<file path="src/rtl/mmu_regs_pkg.sv">
package mmu_regs_pkg;
  localparam int WORD_W         = 32;
  localparam int OWNER_W        = 8;
  localparam int PAGE_BASE_LOG2 = 10;
  localparam int VALID_BIT      = 6;
  localparam int MISS_BIT       = 31;

  typedef enum logic [2:0] {
    SEL_PID    = 3'd0,
    SEL_ZONE   = 3'd1,
    SEL_INDEX  = 3'd2,
    SEL_DATA   = 3'd3,
    SEL_TAG    = 3'd4,
    SEL_SEARCH = 3'd5,
    SEL_RSV6   = 3'd6,
    SEL_RSV7   = 3'd7
  } reg_sel_e;

  // Mask that keeps the address bits above a page of 1 KiB * 4^code.
  function automatic logic [WORD_W-1:0] page_mask(input logic [2:0] code);
    page_mask = {WORD_W{1'b1}} << (PAGE_BASE_LOG2 + 2 * int'(code));
  endfunction
endpackage

</file>
<file path="src/rtl/tlb_entry_store.sv">
module tlb_entry_store #(
  parameter int ENTRIES = 16
) (
  input  logic                        clk,
  input  logic                        rst,
  input  logic                        tag_we,
  input  logic                        data_we,
  input  logic [7:0]                  widx,
  input  logic [31:0]                 wdata,
  input  logic [7:0]                  owner_in,
  output logic [ENTRIES*32-1:0]       tag_flat,
  output logic [ENTRIES*32-1:0]       data_flat,
  output logic [ENTRIES*8-1:0]        tid_flat
);
  generate
    for (genvar k = 0; k < ENTRIES; k++) begin : g_ent
      logic [31:0] tag_q;
      logic [31:0] data_q;
      logic [7:0]  own_q;
      logic        hit_k;

      // widx never equals an out-of-range entry number, so those writes drop
      assign hit_k = (widx == 8'(k));

      always_ff @(posedge clk) begin
        if (rst) begin
          tag_q  <= '0;
          data_q <= '0;
          own_q  <= '0;
        end else begin
          if (tag_we && hit_k) begin
            tag_q <= wdata;
            own_q <= owner_in;
          end
          if (data_we && hit_k) data_q <= wdata;
        end
      end

      assign tag_flat[k*32 +: 32]  = tag_q;
      assign data_flat[k*32 +: 32] = data_q;
      assign tid_flat[k*8 +: 8]    = own_q;
    end
  endgenerate
endmodule

</file>
<file path="src/rtl/tlb_search_match.sv">
module tlb_search_match
  import mmu_regs_pkg::*;
#(
  parameter int ENTRIES = 16
) (
  input  logic [ENTRIES*32-1:0] tag_flat,
  input  logic [ENTRIES*4-1:0]  zone_flat,
  input  logic [ENTRIES*8-1:0]  tid_flat,
  input  logic [31:0]           addr,
  input  logic [7:0]            pid,
  input  logic [31:0]           zpr,
  input  logic                  user_mode,
  output logic                  hit,
  output logic [7:0]            hit_idx
);
  logic [ENTRIES-1:0] match;

  generate
    for (genvar k = 0; k < ENTRIES; k++) begin : g_cmp
      logic [31:0] tag_k;
      logic [31:0] mask_k;
      logic [7:0]  own_k;
      logic [3:0]  zsel_k;
      logic [1:0]  zfield_k;

      assign tag_k  = tag_flat[k*32 +: 32];
      assign own_k  = tid_flat[k*8 +: 8];
      assign zsel_k = zone_flat[k*4 +: 4];

      always_comb begin
        mask_k   = page_mask(tag_k[9:7]);
        zfield_k = zpr[30 - 2 * int'(zsel_k) +: 2];
        match[k] = tag_k[VALID_BIT]
                && ((addr & mask_k) == (tag_k & mask_k))
                && ((own_k == 8'd0) || (own_k == pid))
                && !((zfield_k == 2'b00) && user_mode);
      end
    end
  endgenerate

  // Lowest matching entry wins
  always_comb begin
    hit     = 1'b0;
    hit_idx = 8'd0;
    for (int k = ENTRIES - 1; k >= 0; k--) begin
      if (match[k]) begin
        hit     = 1'b1;
        hit_idx = 8'(k);
      end
    end
  end
endmodule

</file>
<file path="src/rtl/mmu_regfile.sv">
module mmu_regfile
  import mmu_regs_pkg::*;
#(
  parameter int ENTRIES = 16
) (
  input  logic                  clk,
  input  logic                  rst,
  input  logic [1:0]            cfg_mmu_mode,
  input  logic [1:0]            cfg_tlb_access,
  input  logic                  user_mode,
  input  logic [2:0]            reg_sel,
  input  logic                  wr_en,
  input  logic                  rd_en,
  input  logic [31:0]           wdata,
  output logic [31:0]           rdata,
  output logic [31:0]           pid_o,
  output logic [31:0]           zpr_o,
  output logic [ENTRIES*32-1:0] tag_flat,
  output logic [ENTRIES*32-1:0] data_flat,
  output logic [ENTRIES*8-1:0]  tid_flat
);
  localparam int IDX_W = (ENTRIES > 1) ? $clog2(ENTRIES) : 1;
  localparam logic [31:0] SEARCH_MASK = 32'hFFFF_FC00;

  reg_sel_e    sel;
  logic [31:0] pid_q, zpr_q, tlbx_q;
  logic        win_on, rd_ok, wr_ctl_ok, wr_go;
  logic [7:0]  sel_idx;
  logic        idx_ok;
  logic [IDX_W-1:0] ix;
  logic [31:0] tag_sel, data_sel;
  logic [7:0]  own_sel;
  logic        tag_we, data_we;
  logic        srch_hit;
  logic [7:0]  srch_idx;
  logic [ENTRIES*4-1:0] zone_flat;
  logic [31:0] rd_word;

  assign sel       = reg_sel_e'(reg_sel);
  assign win_on    = (cfg_mmu_mode >= 2'd2) && (cfg_tlb_access != 2'd0);
  assign rd_ok     = cfg_tlb_access[0];
  assign wr_ctl_ok = cfg_tlb_access[1];
  assign wr_go     = wr_en && win_on;

  assign sel_idx = tlbx_q[7:0];
  assign idx_ok  = (32'(sel_idx) < 32'(ENTRIES));
  assign ix      = sel_idx[IDX_W-1:0];

  assign tag_we  = wr_go && (sel == SEL_TAG);
  assign data_we = wr_go && (sel == SEL_DATA);

  tlb_entry_store #(.ENTRIES(ENTRIES)) u_store (
    .clk      (clk),
    .rst      (rst),
    .tag_we   (tag_we),
    .data_we  (data_we),
    .widx     (sel_idx),
    .wdata    (wdata),
    .owner_in (pid_q[7:0]),
    .tag_flat (tag_flat),
    .data_flat(data_flat),
    .tid_flat (tid_flat)
  );

  generate
    for (genvar k = 0; k < ENTRIES; k++) begin : g_zone
      assign zone_flat[k*4 +: 4] = data_flat[k*32 + 4 +: 4];
    end
  endgenerate

  tlb_search_match #(.ENTRIES(ENTRIES)) u_search (
    .tag_flat (tag_flat),
    .zone_flat(zone_flat),
    .tid_flat (tid_flat),
    .addr     (wdata & SEARCH_MASK),
    .pid      (pid_q[7:0]),
    .zpr      (zpr_q),
    .user_mode(user_mode),
    .hit      (srch_hit),
    .hit_idx  (srch_idx)
  );

  assign tag_sel  = tag_flat[32*int'(ix) +: 32];
  assign data_sel = data_flat[32*int'(ix) +: 32];
  assign own_sel  = tid_flat[8*int'(ix) +: 8];

  always_ff @(posedge clk) begin
    if (rst) begin
      pid_q  <= '0;
      zpr_q  <= '0;
      tlbx_q <= '0;
    end else if (wr_go) begin
      unique case (sel)
        SEL_PID:    if (wr_ctl_ok) pid_q <= wdata;
        SEL_ZONE:   if (wr_ctl_ok) zpr_q <= wdata;
        SEL_INDEX:  tlbx_q <= wdata;
        SEL_SEARCH: if (wr_ctl_ok) begin
          if (srch_hit) tlbx_q <= {24'd0, srch_idx};
          else          tlbx_q[MISS_BIT] <= 1'b1;
        end
        default: ;
      endcase
    end else if (rd_en && win_on && rd_ok && (sel == SEL_TAG) && idx_ok) begin
      pid_q <= {24'd0, own_sel};
    end
  end

  always_comb begin
    unique case (sel)
      SEL_PID:   rd_word = rd_ok ? pid_q : '0;
      SEL_ZONE:  rd_word = rd_ok ? zpr_q : '0;
      SEL_INDEX: rd_word = tlbx_q;
      SEL_DATA:  rd_word = (rd_ok && idx_ok) ? data_sel : '0;
      SEL_TAG:   rd_word = (rd_ok && idx_ok) ? tag_sel : '0;
      default:   rd_word = '0;
    endcase
  end

  assign rdata = (rd_en && win_on) ? rd_word : '0;
  assign pid_o = pid_q;
  assign zpr_o = zpr_q;
endmodule

</file>
<file path="config.mk">
export PLATFORM = sky130hd
export DESIGN_NAME = mmu_regfile
export DESIGN_NICKNAME = d
export VERILOG_FILES = /design/src/rtl/mmu_regs_pkg.sv /design/src/rtl/tlb_entry_store.sv /design/src/rtl/tlb_search_match.sv /design/src/rtl/mmu_regfile.sv
export SDC_FILE = /design/constraint.sdc
export NUM_CORES = 2
export LEC_CHECK = 0
export ABC_CLOCK_PERIOD_IN_PS = 7800
export BUFFER_PORTS_ARGS = -buffer_cell sky130_fd_sc_hd__buf_4
export CAP_MARGIN = 20
export CORE_AREA = 2 2 505 507
export DETAILED_ROUTE_END_ITERATION = 6
export DIE_AREA = 0 0 507 509
export GPL_ROUTABILITY_DRIVEN = 0
export PLACE_DENSITY = 0.54
export RECOVER_POWER = 50
export SETUP_SLACK_MARGIN = 0.4
export SLEW_MARGIN = 20
export SYNTH_ARGS = -nofsm -noshare
export SYNTH_HDL_FRONTEND = slang
export SYNTH_HIERARCHICAL = 1
export SYNTH_SLANG_ARGS = --single-unit
</file>
<file path="constraint.sdc">
create_clock -name clk -period 7.8 [get_ports clk]
set_input_delay 2.34 -clock clk [delete_from_list [all_inputs] [get_ports clk]]
set_output_delay 2.34 -clock clk [all_outputs]
set_load 0.02 [all_outputs]
</file>
* Word level (Yosys, flattened, before mapping)
Cells that the tools add are included.
** Storage, ports and cells
- Register bits after elaboration :: 1248
- Input bits :: 44
- Output and inout bits :: 1248
- Logic and storage cells :: 433
** Cells by class
- Add/subtract/negate cells :: 32
- Magnitude comparators :: 2
- Eq/ne operators :: 56
- Shifts and indexed selects :: 35
- Multiplexer cells :: 46
- Bitwise gates (word level) :: 32
- Reductions and logical operators :: 178
** Operators with widths (count)
- 32-bit AND :: 32
- 512-bit by 10-bit variable part select with 32-bit output :: 2
- 32-bit == test :: 16
- 32-bit by 32-bit variable part select with 2-bit output :: 16
- 32-bit by 32-bit << shifter with 32-bit output, first input constant :: 16
- 32-bit two-way mux :: 10
- 32-bit one-hot mux with 5 select lines :: 1
- 8-bit zero test :: 17
- 8-bit == test :: 16
- 128-bit by 8-bit variable part select with 8-bit output :: 1
- 1-bit logical AND :: 105
- 5-bit by 5-bit subtractor with 6-bit output, first input constant :: 16
- 4-bit by 4-bit adder with 5-bit output, first input constant :: 16
- 8-bit by 4-bit == test with 1-bit output, second input constant :: 8
- 4-bit two-way mux :: 16
- 32-bit one-hot mux with 2 select lines :: 1
- 8-bit by 3-bit == test with 1-bit output, second input constant :: 4
- 2-bit zero test :: 16
- 31-bit two-way mux :: 1
- 1-bit two-way mux :: 17
- 8-bit by 2-bit == test with 1-bit output, second input constant :: 2
- 1-bit zero test :: 16
- 1-bit logical OR :: 16
- 3-bit AND reduction :: 3
- other kinds (11) :: 17

* Longest topological paths before layout
- Depth after elaboration :: 26
- Depth in mapped cells :: 17
- Gate-level depth less buffers :: 15

* Hierarchy
Netlist, hierarchy kept.
** By module, submodules not included
- tlb_entry_store :: instances 1, cells each 3913, area an instance 43934.6 um2, seq. area each 23062.1 um2
- mmu_regfile :: instances 1, cells each 1288, area an instance 13533.0 um2, seq. area each 1921.8 um2
- tlb_search_match :: instances 1, cells each 1589, area an instance 12578.3 um2, seq. area each 0.0 um2

* Worst setup path before layout
No wires, ideal clock.
- Path type :: input-to-output
- Start :: in reg_sel[1]
- End :: out rdata[13]
- Arrival :: 4003 ps
- Required time :: 5460 ps
- Setup slack :: 1457 ps
- Stages on the path :: 8
- Path buffers :: 3
- Cells stage by stage :: buf_2 -> nor2_1 -> and4_1 -> buf_2 -> buf_2 -> nand2_1 -> or3_1 -> a31oi_1
** Between the ends
- Word-level cells in the longest chain between the ends :: 3
- Elaborated cells between the ends (all ways) :: 7
- Classes of those cells :: eq/ne (4); mux (2); reduce/logical (1)
** RTL lines
- start, declared :: RTL line mmu_regfile.sv:11 : input logic [2:0] reg_sel,
- 3-bit == test, or another cell as far along :: RTL line mmu_regfile.sv:109 : unique case (sel)
- 32-bit one-hot mux with 5 select lines * :: RTL line mmu_regfile.sv:109
- 32-bit two-way mux * :: RTL line mmu_regfile.sv:119 : assign rdata = (rd_en && win_on) ? rd_word : '0;
- end, declared :: RTL line mmu_regfile.sv:15 : output logic [31:0] rdata,
Every way passes the cells marked *; elsewhere a longest branch is shown, timed or not.

* Worst setup path after layout
- Start :: in cfg_tlb_access[0]
- End :: out rdata[22]
** Between the ends
- Word-level cells in the longest chain between the ends :: 4
- Elaborated cells between the ends (all ways) :: 10
- Classes of those cells :: mux (6); reduce/logical (4)
** RTL lines
- start, declared :: RTL line mmu_regfile.sv:9 : input logic [1:0] cfg_tlb_access,
- 1-bit logical AND / 2-bit nonzero test (equally long branches) :: RTL line mmu_regfile.sv:113, mmu_regfile.sv:114, mmu_regfile.sv:40
- 32-bit two-way mux, or another cell as far along :: RTL line mmu_regfile.sv:114 : SEL_TAG: rd_word = (rd_ok && idx_ok) ? tag_sel : '0;
- 32-bit one-hot mux with 5 select lines / 1-bit logical AND (equally long branches) :: RTL line mmu_regfile.sv:109, mmu_regfile.sv:119
- 32-bit two-way mux * :: RTL line mmu_regfile.sv:119
Marked as above.

==> impl_metrics.ini <==
[outcome]
status = finished with violations
violations = max-capacitance violations, max-slew violations

[route]
dr_total_vias = 63000
drc = 0
antenna_left = 0
drt_iter0_drc = 7426
dr.pass1.iters = 6
viasPerCell = 5.57
routed_wirelength_um = 452000
avgRoutedWirePerCell_um = 40.0

[cells_and_area]
fillerInstances = 26500
syn_to_final_growth_pct = 20.8
final_nets = 7902
layout.cells.non_filler = 11300
drive_gt1_share_pct = 14.9

[floorplan]
die-area_um2 = 258000
initial_utilization_pct = 27.7
rows = 185
core_area_um2 = 253000
fp.dieH_um = 509
io_pins = 1292
die-width_um = 507

[critical_path]
worst_path_max_delay_cell = a31oi_1
worstPathRequired_ps = 5460
crit_chain = clkbuf_1, and4_2, buf_12, nand2_1, or3_1, a31oi_1, buf_4
crit_arrival_ps = 4910
worstSetupPathType = in -> out
startpoint_type = primary input
end_kind = output pin
path_max_fanout = 32
r2r.worst_path.cells = 14
slowest_delay_ps = 650

[clock_tree]
hold_buffers = 0
clkTransAtPathRegs_ps = 60
cts_tree = done
cts_made_buffers = 158
cts_buffer_depth = 3
cts_setup_buffers = 0
htree_levels = 4
clkLatencyLatePin_ps = 860
cts.sinks = 1248
cts_resized = 0
root_buffer = clkbuf_16

[grt]
antenna_found_initial = 32
grt_pass1_vias = 59900
grt_usage_pct = 33.6
overflow = 0
grt_max_degree = 164
grt_pass1_wl_um = 585000

[placement]
io_buffers = 1290
place_hpwl_um = 346000
placed_cells = 11000

[synthesis]
yosys_most_used_dff = dfxtp_1
yosysTopAreaCell = dfxtp_1
synth.distinct_cells = 90
synth_common_cells = 1,267 x mux2i_1, 1,248 x dfxtp_1, 1,202 x nand2b_1, 336 x clkbuf_1, 323 x xnor2_1
synthArstFlopShare_pct = 0
synth-seq-cells = 1248
synth_area_leaders = dfxtp_1 36%, mux2i_1 18%, nand2b_1 11%
syn_inst = 6790
avgSynthCellArea_um2 = 10.3
yosysSeqAreaShare_pct = 35.7
synth.most_common_cell = mux2i_1
synth_edf_count = 0
synth_top_area_share_pct = 35.7
synth_area_um2 = 70000
yosysWarnings = 6

[pwr]
p_clk_share_pct = 51.2
power_density_nw_per_um2 = 179
p_leak_nw = 35.8
p_comb_share_pct = 6.6
p_seq_share_pct = 42.2
switchingPower_mw = 3.93
p_int_mw = 11.3
p_sw_share_pct = 25.9
vdd_ir_drop_max_mv = 0.227

[timing]
finalSetupTns_ps = 0
rsz0062_at_grt = false
relSlewSlack_pct = -128
period_share_pct = 93.0
hold_violations = 0
min_period_ps = 7250
max_freq_ghz = 0.138
tightestPinTransition_ps = 3420
slew_violations = 248
skew_ps = 31.3
setup_viol = 0

[min_path]
hold_class = reg -> reg
holdPathStages = 2

[run]
max-cap-violations = 13
## kinds of logic (layout without fill, tap and decap cells)
family / count (synthesis) / count (layout) / synth area share, %
and+or+nand+nor: 1922 / 1922 / 15.8
xor gates and xnor gates: 624 / 624 / 7.88
adders and majority gates: 57 / 57 / 1.02
DFF: 1248 / 1248 / 35.7
buffers and inverters: 684 / 1812 / 4.46
AOI/OAI and AO/OA: 631 / 631 / 6.18
muxes: 1622 / 1622 / 29.0
other: 2 / 33 / 0.0107
## state kept, by name, summed over array words and instances, names as in the netlist
signal                count
u_store/g_ent.tag_q     512
u_store/g_ent.own_q     128
u_store/g_ent.data_q    512
tlbx_q                   32
zpr_o                    32
pid_o                    32
## layout make-up
type	count	area (um^2)	area share (%)
multi-input combinational	4870	42300	50.0
sequential	1248	25000	29.5
timing repair buffer	1467	7440	8.80
clock buffer	230	4670	5.52
tap	3366	4210	4.98
clock inverter	59	734	0.868
inverter	56	210	0.248
antenna	19	47.5	0.0562
## final timing paths
kind | start | end | slack (ps)
setup reg to reg | u_store/g_ent[14].tag_q[7] | tlbx_q[7] | 1970
hold reg to reg | u_store/g_ent[14].data_q[1] | u_store/g_ent[14].data_q[1] | 490
setup / recovery | cfg_tlb_access[0] | rdata[22] | 550
hold / removal | u_store/g_ent[14].data_q[1] | u_store/g_ent[14].data_q[1] | 490
## cells in the final DEF, fill, tap and decap left out, drive strengths merged, types with 28 or more instances in the layout
cell type / synthesis / routed
a31oi: 38 / 38
o21ai: 79 / 79
nor3: 28 / 28
nand4: 57 / 57
xnor2: 329 / 329
mux2: 34 / 34
clkinv: 0 / 34
or3: 31 / 31
mux4: 321 / 321
xor2: 295 / 295
a22oi: 106 / 106
nor4: 75 / 75
clkbuf: 338 / 1243
a21oi: 178 / 178
ha: 57 / 57
buf: 290 / 454
a22o: 35 / 35
nor2: 205 / 205
dfxtp: 1248 / 1248
inv: 56 / 64
o22ai: 46 / 46
mux2i: 1267 / 1267
nand2b: 1202 / 1202
nand2: 201 / 201
nand3: 62 / 62
## worst max-delay path: cells and delay by family
kind	cells	cell delay [ps]
AOI/OAI and AO/OA	1	650
and+or+nand+nor	3	900
buffers and inverters	3	950
## per-layer routing
metal	up-vias	wire length (um)	global-route usage [%]
li1	26000	-	-
met1	31900	167000	38.5
met2	4050	196000	51.9
met3	1047	51700	13.0
met4	8	37700	22.1
met5	-	59	0
## power groups by stage
stage / clock network [mW] / registers, mW / logic, mW
after CTS: 7.89 / 6.40 / 0.972
after global routing: 8.12 / 6.40 / 1.01
after global placement: 0 / 6.54 / 0.963
after floorplan: 0 / 6.54 / 0.570
after detailed placement: 0 / 6.54 / 0.968
final: 7.77 / 6.40 / 1.00
## per-stage QoR
step	hold WS, ps	utilization (%)	power, mW	area (um^2)	worst slack (ps)
6_report	492	33.5	15.2	84600	547
5_1_grt	507	33.5	15.5	84600	530
4_1_cts	491	35.0	15.3	88600	406
3_5_place_dp	479	32.9	7.51	83200	419
3_3_place_gp	469	32.9	7.50	83100	238
2_1_floorplan	478	-	7.11	70100	1460
(Power assumes the default switching activity.)
